**src/rtl/wdt3_pkg.sv**
```systemverilog
package wdt3_pkg;

    localparam int unsigned NUM_LEVELS = 3;
    localparam int unsigned ADDR_W     = 3;

    // Register map: reload registers sit at addresses 0..NUM_LEVELS-1
    localparam logic [ADDR_W-1:0] ADDR_PRESC = 3'd3;
    localparam logic [ADDR_W-1:0] ADDR_KICK  = 3'd4;

    typedef enum logic [1:0] {
        HS_NORMAL  = 2'b00,
        HS_WARNING = 2'b01,
        HS_COPING  = 2'b10,
        HS_FAILED  = 2'b11
    } health_e;

    typedef enum logic [1:0] {
        LED_OFF   = 2'b00,
        LED_AMBER = 2'b01,
        LED_RED   = 2'b10
    } led_e;

endpackage

```
**src/rtl/wdt3_prescaler.sv**
```systemverilog
module wdt3_prescaler #(
    parameter int unsigned PRE_W = 17
) (
    input  logic             clk,
    input  logic             rst_n,
    input  logic             run,
    input  logic             restart,
    input  logic [PRE_W-1:0] divisor,
    output logic             tick
);
    logic [PRE_W-1:0] phase_q;
    logic [PRE_W-1:0] limit;

    // A divisor of zero behaves like one: a tick every clock
    assign limit = (divisor == '0) ? '0 : divisor - PRE_W'(1);
    assign tick  = run && !restart && (phase_q == limit);

    always_ff @(posedge clk or negedge rst_n) begin
        if (!rst_n) begin
            phase_q <= '0;
        end else if (!run || restart) begin
            phase_q <= '0;
        end else if (phase_q >= limit) begin
            phase_q <= '0;
        end else begin
            phase_q <= phase_q + PRE_W'(1);
        end
    end

endmodule

```
**src/rtl/wdt3_level.sv**
```systemverilog
module wdt3_level #(
    parameter int unsigned          CNT_W   = 16,
    parameter logic [CNT_W-1:0]     RST_VAL = 16'd1000
) (
    input  logic             clk,
    input  logic             rst_n,
    input  logic [CNT_W-1:0] reload_val,
    input  logic             reload,
    input  logic             active,
    input  logic             tick,
    output logic             expire
);
    logic [CNT_W-1:0] remain_q;

    // Expiry on the tick that would take the count to zero; 0 acts as 1
    assign expire = active && tick && !reload && (remain_q <= CNT_W'(1));

    always_ff @(posedge clk or negedge rst_n) begin
        if (!rst_n) begin
            remain_q <= RST_VAL;
        end else if (reload) begin
            remain_q <= reload_val;
        end else if (active && tick && (remain_q != '0)) begin
            remain_q <= remain_q - CNT_W'(1);
        end
    end

endmodule

```
**src/rtl/wdt3_health_fsm.sv**
```systemverilog
module wdt3_health_fsm
    import wdt3_pkg::*;
(
    input  logic                  clk,
    input  logic                  rst_n,
    input  logic                  en,
    input  logic                  kick,
    input  logic                  por_en,
    input  logic [NUM_LEVELS-1:0] expire,
    output health_e               state_o,
    output logic [NUM_LEVELS-1:0] active_o,
    output logic                  irq_o,
    output logic                  nmi_o,
    output logic                  alarm_o,
    output logic                  por_o,
    output led_e                  led_o
);
    health_e state_q;
    health_e state_d;

    // State register
    always_ff @(posedge clk or negedge rst_n) begin
        if (!rst_n) begin
            state_q <= HS_NORMAL;
        end else begin
            state_q <= state_d;
        end
    end

    // Transitions: EXPIRE1/2/3, KICK, STRAP_OFF
    always_comb begin
        state_d = state_q;
        if (!en) begin
            state_d = HS_NORMAL;
        end else begin
            unique case (state_q)
                HS_NORMAL: begin
                    if (expire[0]) state_d = HS_WARNING;
                end
                HS_WARNING: begin
                    if (kick)           state_d = HS_NORMAL;
                    else if (expire[1]) state_d = HS_COPING;
                end
                HS_COPING: begin
                    if (kick)           state_d = HS_NORMAL;
                    else if (expire[2]) state_d = HS_FAILED;
                end
                HS_FAILED: begin
                    state_d = HS_FAILED;
                end
            endcase
        end
    end

    // Only the level that guards the current state counts
    always_comb begin
        active_o = '0;
        if (en) begin
            active_o[0] = (state_q == HS_NORMAL);
            active_o[1] = (state_q == HS_WARNING);
            active_o[2] = (state_q == HS_COPING);
        end
    end

    // Outputs, registered from the next state so they align with it
    always_ff @(posedge clk or negedge rst_n) begin
        if (!rst_n) begin
            irq_o   <= 1'b0;
            nmi_o   <= 1'b0;
            alarm_o <= 1'b0;
            por_o   <= 1'b0;
            led_o   <= LED_OFF;
        end else begin
            irq_o   <= (state_d != HS_NORMAL);
            nmi_o   <= (state_q == HS_WARNING) && (state_d == HS_COPING);
            alarm_o <= (state_d == HS_FAILED);
            por_o   <= en && (por_o ||
                       ((state_q == HS_COPING) && (state_d == HS_FAILED) && por_en));
            unique case (state_d)
                HS_NORMAL, HS_WARNING: led_o <= LED_OFF;
                HS_COPING:             led_o <= LED_AMBER;
                HS_FAILED:             led_o <= LED_RED;
            endcase
        end
    end

    assign state_o = state_q;

endmodule

```
**src/rtl/wdt3_supervisor.sv**
```systemverilog
module wdt3_supervisor
    import wdt3_pkg::*;
#(
    parameter int unsigned      CNT_W      = 16,
    parameter int unsigned      PRE_W      = 17,
    parameter logic [CNT_W-1:0] RELOAD_RST = 16'd1000,
    parameter logic [PRE_W-1:0] PRESC_RST  = 17'd125000
) (
    input  logic                                   clk,
    input  logic                                   rst_n,
    input  logic                                   en_strap,
    input  logic                                   por_en_strap,
    input  logic                                   wr_en,
    input  logic [2:0]                             wr_addr,
    input  logic [((CNT_W > PRE_W) ? CNT_W : PRE_W)-1:0] wr_data,
    output logic [1:0]                             health_o,
    output logic                                   irq_o,
    output logic                                   nmi_o,
    output logic                                   alarm_o,
    output logic                                   por_req_o,
    output logic [1:0]                             led_o
);
    localparam int unsigned LVL = NUM_LEVELS;

    logic [CNT_W-1:0] reload_q [LVL];
    logic [PRE_W-1:0] presc_q;
    logic [LVL-1:0]   active;
    logic [LVL-1:0]   expire;
    logic [LVL-1:0]   reload;
    logic             tick;
    logic             kick_req;
    logic             kick_eff;
    logic             presc_wr;
    health_e          health;
    led_e             led;

    assign kick_req = wr_en && (wr_addr == ADDR_KICK);
    assign presc_wr = wr_en && (wr_addr == ADDR_PRESC);
    assign kick_eff = kick_req && en_strap && (health != HS_FAILED);

    // Reload registers, one per level
    for (genvar g = 0; g < LVL; g++) begin : g_reload_reg
        always_ff @(posedge clk or negedge rst_n) begin
            if (!rst_n) begin
                reload_q[g] <= RELOAD_RST;
            end else if (wr_en && (wr_addr == ADDR_W'(g))) begin
                reload_q[g] <= wr_data[CNT_W-1:0];
            end
        end
    end

    always_ff @(posedge clk or negedge rst_n) begin
        if (!rst_n) begin
            presc_q <= PRESC_RST;
        end else if (presc_wr) begin
            presc_q <= wr_data[PRE_W-1:0];
        end
    end

    wdt3_prescaler #(.PRE_W(PRE_W)) u_presc (
        .clk     (clk),
        .rst_n   (rst_n),
        .run     (en_strap),
        .restart (kick_eff || presc_wr),
        .divisor (presc_q),
        .tick    (tick)
    );

    // Levels: reload on kick, when idle, or when any higher level expires
    for (genvar g = 0; g < LVL; g++) begin : g_level
        logic higher_exp;
        if (g == LVL - 1) begin : g_top
            assign higher_exp = 1'b0;
        end else begin : g_low
            assign higher_exp = |expire[LVL-1:g+1];
        end
        assign reload[g] = kick_eff || !active[g] || higher_exp;

        wdt3_level #(.CNT_W(CNT_W), .RST_VAL(RELOAD_RST)) u_level (
            .clk        (clk),
            .rst_n      (rst_n),
            .reload_val (reload_q[g]),
            .reload     (reload[g]),
            .active     (active[g]),
            .tick       (tick),
            .expire     (expire[g])
        );
    end

    wdt3_health_fsm u_fsm (
        .clk      (clk),
        .rst_n    (rst_n),
        .en       (en_strap),
        .kick     (kick_eff),
        .por_en   (por_en_strap),
        .expire   (expire),
        .state_o  (health),
        .active_o (active),
        .irq_o    (irq_o),
        .nmi_o    (nmi_o),
        .alarm_o  (alarm_o),
        .por_o    (por_req_o),
        .led_o    (led)
    );

    assign health_o = health;
    assign led_o    = led;

endmodule

```
**config.mk**
```make
export PLATFORM = sky130hd
export DESIGN_NAME = wdt3_supervisor
export DESIGN_NICKNAME = d
export VERILOG_FILES = /design/src/rtl/wdt3_pkg.sv /design/src/rtl/wdt3_prescaler.sv /design/src/rtl/wdt3_level.sv /design/src/rtl/wdt3_health_fsm.sv /design/src/rtl/wdt3_supervisor.sv
export SDC_FILE = /design/constraint.sdc
export NUM_CORES = 1
export LEC_CHECK = 0
export ABC_CLOCK_PERIOD_IN_PS = 5100
export BUFFER_PORTS_ARGS = -buffer_cell sky130_fd_sc_hd__buf_2
export CORE_MARGIN = 3
export CORE_UTILIZATION = 30
export CTS_CLUSTER_SIZE = 12
export DETAILED_ROUTE_END_ITERATION = 8
export GPL_TIMING_DRIVEN = 0
export HOLD_SLACK_MARGIN = 0.06
export SETUP_SLACK_MARGIN = 0.1
export SYNTH_ARGS = -nofsm -noshare
export SYNTH_HDL_FRONTEND = slang
export SYNTH_SLANG_ARGS = --single-unit
```
**constraint.sdc**
```tcl
create_clock -name clk -period 5.1 [get_ports clk]
set_input_delay 0.51 -clock clk [delete_from_list [all_inputs] [get_ports clk]]
set_output_delay 0.51 -clock clk [all_outputs]
set_load 0.01 [all_outputs]
```
# Word-level counts from Yosys, hierarchy flattened

Index checks and enable logic that the tools add are counted.

Equal/unequal tests: 12
Add/subtract/negate cells: 5
Magnitude comparators: 4
Reduce and logical (&&, ||, !) cells: 54
Mux-type cells: 18

Operators by type and width:

| operator                                                        | count |
|---|---|
| two-way mux 16 bit                                              | 6 |
| two-way mux 17 bit                                              | 3 |
| less-or-equal comparator 16 x 1 -> 1 bit, second input constant | 3 |
| nonzero test 16 bit                                             | 3 |
| subtractor 16 x 1 -> 16 bit, second input constant              | 3 |
| logical AND 1 bit                                               | 25 |
| adder 17 x 1 -> 17 bit, second input constant                   | 1 |
| == test 17 bit                                                  | 1 |
| greater-or-equal comparator 17 bit                              | 1 |
| logical NOT 17 bit                                              | 1 |
| subtractor 17 x 1 -> 17 bit, second input constant              | 1 |
| two-way mux 2 bit                                               | 6 |
| == test 2 bit, second input constant                            | 4 |
| logical NOT 1 bit                                               | 8 |
| logical OR 1 bit                                                | 8 |
| one-hot mux 2 bit (4 select lines)                              | 1 |
| nonzero test 2 bit                                              | 4 |
| == test 3 x 2 -> 1 bit, second input constant                   | 2 |
| one-hot mux 2 bit (3 select lines)                              | 1 |
| == test 2 x 1 -> 1 bit, second input constant                   | 2 |
| logical NOT 2 bit                                               | 2 |
| OR reduction 2 bit                                              | 2 |
| == test 3 x 1 -> 1 bit, second input constant                   | 1 |
| == test 3 bit, second input constant                            | 1 |
| 3 further kinds                                                 | 3 |

Bits of input ports: 25
Word-level logic and storage cells: 107
Bits in registers: 138
Output and inout bits: 8

# Logic depth before layout (Yosys ltp)

Word-level depth: 28
Depth in mapped cells: 20
Gate-level depth less buffers: 16

# Cells and area by module

A second synthesis with hierarchy kept.

Cells, all modules: 722
Area, all modules: 7775.0 µm²

Modules (own cells, without submodules):

| module          | area an instance (µm²) | cells an instance | instances | sequential area each (µm²) |
|---|---|---|---|---|
| wdt3_level      | 1063.5                 | 115               | 3         | 407.9 |
| wdt3_supervisor | 2567.5                 | 149               | 1         | 1657.8 |
| wdt3_prescaler  | 1650.3                 | 192               | 1         | 425.4 |
| wdt3_health_fsm | 366.6                  | 36                | 1         | 175.2 |

# Least setup slack after synthesis

Ideal clock, no wire load.

Kind: register to register
Start: register presc_q[0]
End: register g_level[0].u_level.remain_q[14]
Setup time: 69 ps
Path slack: 1017 ps
Required time: 5031 ps
Path buffers: 2
Data arrival time: 4015 ps
Stages on the path, launching flop included: 18
Cell sequence: dfrtp_1 -> inv_1 -> ha_1 -> nor3b_1 -> nand2_2 -> or2_4 -> or3_4 -> or2_1 -> buf_6 -> and2_1 -> ha_1 -> nand4_1 -> or3_1 -> buf_2 -> nor4b_4 -> nand3_1 -> or3_1 -> nand3_1

Word-level cells in the longest chain between the ends: 14
Elaborated cells on any way between the ends: 19
Classes of those cells: 1 x add/sub; 1 x eq/ne; 2 x mux; 15 x reduce/logical

RTL lines:

| element                                                                  | RTL line              | text |
|---|---|---|
| start: declaration                                                       | wdt3_supervisor.sv:26 | `logic [PRE_W-1:0] presc_q;` |
| start signal: assignment                                                 | wdt3_supervisor.sv:56 | `presc_q <= wr_data[PRE_W-1:0];` |
| subtractor 17 x 1 -> 17 bit / logical NOT 17 bit (equally long branches) | wdt3_prescaler.sv:15  | `assign limit = (divisor == '0) ? '0 : divisor - PRE_W'(1);` |
| two-way mux 17 bit *                                                     | wdt3_prescaler.sv:15  |  |
| == test 17 bit *                                                         | wdt3_prescaler.sv:16  | `assign tick = run && !restart && (phase_q == limit);` |
| logical AND 1 bit *                                                      | wdt3_prescaler.sv:16  |  |
| logical AND 1 bit (3 in a row)                                           | wdt3_level.sv:16      | `assign expire = active && tick && !reload && (remain_q <= CNT_W'(1));` |
| logical OR 1 bit                                                         | wdt3_supervisor.sv:77 | `assign reload[g] = kick_eff \|\| !active[g] \|\| higher_exp;` |
| logical NOT 1 bit                                                        | wdt3_level.sv:16      |  |
| logical AND 1 bit (2 in a row)                                           | wdt3_level.sv:16      |  |
| OR reduction 2 bit                                                       | wdt3_supervisor.sv:75 | `assign higher_exp = \|expire[LVL-1:g+1];` |
| logical OR 1 bit                                                         | wdt3_supervisor.sv:77 |  |
| two-way mux 16 bit / nonzero test 2 bit (equally long branches)          | -                     |  |
| end signal: assignment                                                   | wdt3_level.sv:22      | `remain_q <= reload_val;` |
| end signal: assignment                                                   | wdt3_level.sv:24      | `remain_q <= remain_q - CNT_W'(1);` |
| end: declaration                                                         | wdt3_level.sv:13      | `logic [CNT_W-1:0] remain_q;` |

Mark *: on every way between the ends. The rest lies on a longest branch, timed or not.
A chain may end at the register's enable or synchronous reset.

# Worst setup path in the final report

Same ends and word-level chain as after synthesis.

==> qor.json <==
{
  "chipWidth": {"value": 162, "unit": "µm"},
  "worst-endpoint-arrival": {"value": 4.96, "unit": "ns"},
  "power_share_of_the_combinational_group": {"value": 17.2, "unit": "%"},
  "finalHoldViolCount": {"value": 0},
  "finalSetupTns": {"value": 0, "unit": "ns"},
  "critical_path.n_buffers_inverters": {"value": 3},
  "clockBufferDepth": {"value": 2},
  "dp_hpwl": {"value": 12700, "unit": "µm"},
  "post_synth.cell_area_avg": {"value": 10.5, "unit": "µm²"},
  "number_of_cts_inserted_buffers": {"value": 17},
  "crit_path_end_kind": {"value": "flop"},
  "synth_edf_count": {"value": 0},
  "design.core.area": {"value": 23800, "unit": "µm²"},
  "antenna-diode-count": {"value": 0},
  "kind_of_start_point_of_the_critical_path": {"value": "flop"},
  "drc": {"value": 0},
  "tritoncts_clock_tree": {"value": "built"},
  "post_synthesis_register_bit_count": {"value": 137},
  "worstSetupPathType": {"value": "flop to flop"},
  "synth.top_cell.area_share": {"value": 32.1, "unit": "%"},
  "yosysWarnings": {"value": 0},
  "synth_sequential_area_ratio": {"value": 47.6, "unit": "%"},
  "relSlewSlack": {"value": 13.2, "unit": "%"},
  "grt_pass1_wl": {"value": 29000, "unit": "µm"},
  "ir_worst_vdd": {"value": 214, "unit": "µV"},
  "final-setup-viol-count": {"value": 0},
  "period_minus_slack": {"value": 4.60, "unit": "ns"},
  "fillers": {"value": 2389},
  "synthTopCellsByArea": {"value": "dfrtp_1 32%, dfstp_2 15%, mux2_2 10%"},
  "critPathMaxFanout": {"value": 7},
  "critical_path.max_stage_delay": {"value": 0.55, "unit": "ns"},
  "synth_area_leader_cell": {"value": "dfrtp_1"},
  "clock_latency": {"value": 0.43, "unit": "ns"},
  "area_growth_syn_to_layout": {"value": 15.9, "unit": "%"},
  "grt.overflow.total": {"value": 0},
  "seq_power_share": {"value": 45.8, "unit": "%"},
  "total_number_of_h_tree_levels": {"value": 4},
  "ant_nets": {"value": 0},
  "status": {"value": "finished clean"},
  "hold_path.class": {"value": "input pin to async pin"},
  "number_of_global_route_vias_before_repair": {"value": 5264},
  "final_cell_mix": {"value": "94 x dfrtp_1, 79 x nand2_1, 66 x mux2_2"},
  "post_route_cells_drive_above_1_share": {"value": 25.7, "unit": "%"},
  "viasPerCell": {"value": 4.99},
  "clock_tree.root_cell": {"value": "clkbuf_16"},
  "totalWireLength": {"value": 17900, "unit": "µm"},
  "post_cts_resized": {"value": 0},
  "clock_power_share": {"value": 37.0, "unit": "%"},
  "post_cts_hold_buffer_count": {"value": 0},
  "fmax": {"value": 217, "unit": "MHz"},
  "power_per_cell_area": {"value": 387, "unit": "nW/µm²"},
  "fin_area": {"value": 8480, "unit": "µm²"},
  "crit_path_cell_trace": {"value": "inv_1, ha_1, nor3b_1, nand2_2, or2_4, or3_4, or2_1, buf_6, and2_1, ha_1, nand4_1, or3_1, buf_2, nor4b_4, nand3_1, or3_1, nand3_1"},
  "synth_async_sr_flop_share": {"value": 100, "unit": "%"},
  "antenna_found_initial": {"value": 0},
  "place_worst_setup_slack": {"value": 0.476, "unit": "ns"},
  "timing_worst_slew_pin_value": {"value": 1.30, "unit": "ns"},
  "gr_util_all_layers": {"value": 14.3, "unit": "%"},
  "num_rows": {"value": 56},
  "drt_iter0_drc": {"value": 415},
  "slew_violations": {"value": 0},
  "clkSlewWorstSetupHoldPaths": {"value": 0.06, "unit": "ns"},
  "place_congestion": {"value": 0.838},
  "rsz0062_at_grt": {"value": "no"},
  "syn-num-nets": {"value": 746},
  "switching_share": {"value": 28.4, "unit": "%"},
  "dieArea": {"value": 26300, "unit": "µm²"},
  "cell_area_placed": {"value": 7910, "unit": "µm²"},
  "syn_area": {"value": 7320, "unit": "µm²"},
  "dr.pass1.iters": {"value": 5},
  "cellLeakagePower": {"value": 3.50, "unit": "nW"},
  "postSynth.topFlopCell": {"value": "dfrtp_1"},
  "design_power_total": {"value": 3.28, "unit": "mW"},
  "numPortBuffers": {"value": 31},
  "via_count": {"value": 5379},
  "cpMaxStageDelayCell": {"value": "nor4b_4"},
  "critical_path.top_delay_family": {"value": "simple AND/OR/NAND/NOR gates"},
  "final.setup_skew": {"value": 0.00865, "unit": "ns"},
  "wl_per_cell": {"value": 16.6, "unit": "µm"},
  "postLayoutSetupSlackWorst": {"value": 0.501, "unit": "ns"},
  "critical_path_required": {"value": 5.46, "unit": "ns"},
  "worst-r2r-cell-count": {"value": 17},
  "p_int": {"value": 2.35, "unit": "mW"},
  "regToRegStartpoint": {"value": "presc_q[0]$_DFFE_PN0P_"},
  "grt_start_max_net_pins": {"value": 73},
  "synthesis.instances": {"value": 696},
  "setup.reg_to_reg.worst_slack": {"value": 0.50, "unit": "ns"},
  "layout.nets": {"value": 797},
  "regToRegEndpoint": {"value": "g_level[0].u_level.remain_q[14]$_DFFE_PN0P_"},
  "min_period_over_period": {"value": 90.2, "unit": "%"},
  "top_level_ports": {"value": 33},
  "drv.max_cap_violation_count": {"value": 0},
  "initial_core_util": {"value": 30.8, "unit": "%"},
  "numClockSinks": {"value": 137},
  "post_cts.repair.setup_buffers": {"value": 0},
  "netSwitchingPower": {"value": 0.930, "unit": "mW"},
  "final_common_cell": {"value": "dfrtp_1"},
  "floorplan.die.height": {"value": 162, "unit": "µm"},
  "ys_types": {"value": 70}
}
kinds of logic after synthesis:
group,share of synthesized area [%]
compound gates,9.13
simple gates,19.7
buf+inv,2.56
mux,10.3
flops,47.6
fa+ha+maj,4.27
xor+xnor,6.46
sequential cells by signal (all words and copies together), names as in the netlist:
| register | flops |
|---|---|
| u_fsm.led_o | 1 |
| u_fsm.state_o | 2 |
| presc_q | 17 |
| u_fsm.alarm_o | 1 |
| u_fsm.nmi_o | 1 |
| g_level.u_level.remain_q | 48 |
| u_fsm.por_o | 1 |
| u_fsm.irq_o | 1 |
| u_presc.phase_q | 17 |
| reload_q | 48 |
power by group through the flow:
stage	logic, mW	registers, mW	clock network [mW]
finish	0.563	1.50	1.21
floorplan	0.426	1.48	0
global placement	0.550	1.51	0
CTS	0.569	1.50	1.24
detailed placement	0.565	1.52	0
global route	0.641	1.54	1.29
metrics by stage:
step | cells | hold slack, ns | util [%]
floorplan | 696 | 0.214 | -
global placement | 1046 | 0.458 | 33.2
detailed placement | 1047 | 0.462 | 33.3
CTS | 1079 | 0.0941 | 35.7
global route | 1079 | 0.110 | 35.7
finish | 1079 | 0.0629 | 35.7
worst reg2reg max path, stage by stage (launching register included):
cell and delay (ns):
dfrtp_1 0.40, inv_1 0.09, ha_1 0.18, nor3b_1 0.41
nand2_2 0.14, or2_4 0.29, or3_4 0.38, or2_1 0.22
buf_6 0.13, and2_1 0.15, ha_1 0.27, nand4_1 0.17
or3_1 0.34, buf_2 0.21, nor4b_4 0.55, nand3_1 0.19
or3_1 0.35, nand3_1 0.08
worst max-delay path by stage:
stage	startpoint	end	slack, ns	cells after the start
detailed placement	presc_q[0]$_DFFE_PN0P_	g_level[0].u_level.remain_q[12]$_DFFE_PN0P_	0.48	16
global placement	presc_q[0]$_DFFE_PN0P_	g_level[0].u_level.remain_q[14]$_DFFE_PN0P_	0.49	17
finish	presc_q[0]$_DFFE_PN0P_	g_level[0].u_level.remain_q[14]$_DFFE_PN0P_	0.50	17
global route	presc_q[0]$_DFFE_PN0P_	g_level[2].u_level.remain_q[7]$_DFFE_PN1P_	0.11	18
floorplan	presc_q[0]$_DFFE_PN0P_	g_level[0].u_level.remain_q[14]$_DFFE_PN0P_	1.02	17
CTS	presc_q[0]$_DFFE_PN0P_	g_level[0].u_level.remain_q[14]$_DFFE_PN0P_	0.46	17
area by class of cell:
cell class	instances	area, µm²	share of cell area, %
Clock inverter	11	124	1.46
Tap cell	319	399	4.71
Multi-Input combinational cell	517	3650	43.0
Inverter	15	56.3	0.664
Timing Repair Buffer	32	189	2.23
Buffer	27	131	1.55
Clock buffer	21	450	5.31
Sequential cell	137	3480	41.0
Yosys cell counts, types with 2 or more instances:
library cell	number
mux2_2	66
o21a_1	6
o21ai_0	42
buf_2	6
inv_1	15
ha_1	25
nor2b_1	4
a21oi_1	14
a221o_1	3
nand2b_1	5
and3_1	7
a21o_1	2
dfstp_2	43
o31ai_1	3
and4_1	4
or2_2	2
nor4b_1	4
clkbuf_1	16
nand4_1	11
xor2_1	34
a22oi_1	2
o211ai_1	9
nor3b_1	6
dfrtp_1	94
nand4b_1	8
nand3b_1	4
nor2_1	52
and2_1	5
nor4_1	11
nand2_1	79
xnor2_1	20
buf_4	2
nand3_1	21
or3_1	8
nor3_1	18
or4_1	7
buf_6	2
a31oi_1	4
metal layers:
layer	wire length (µm)	up-vias	GRT usage, %
met1	8730	2601	20.9
met4	347	0	4.54
li1	-	2616	-
met5	0	-	0
met3	909	27	3.26
met2	7900	135	21.1
No activity file was read; power rests on OpenSTA's default activity.
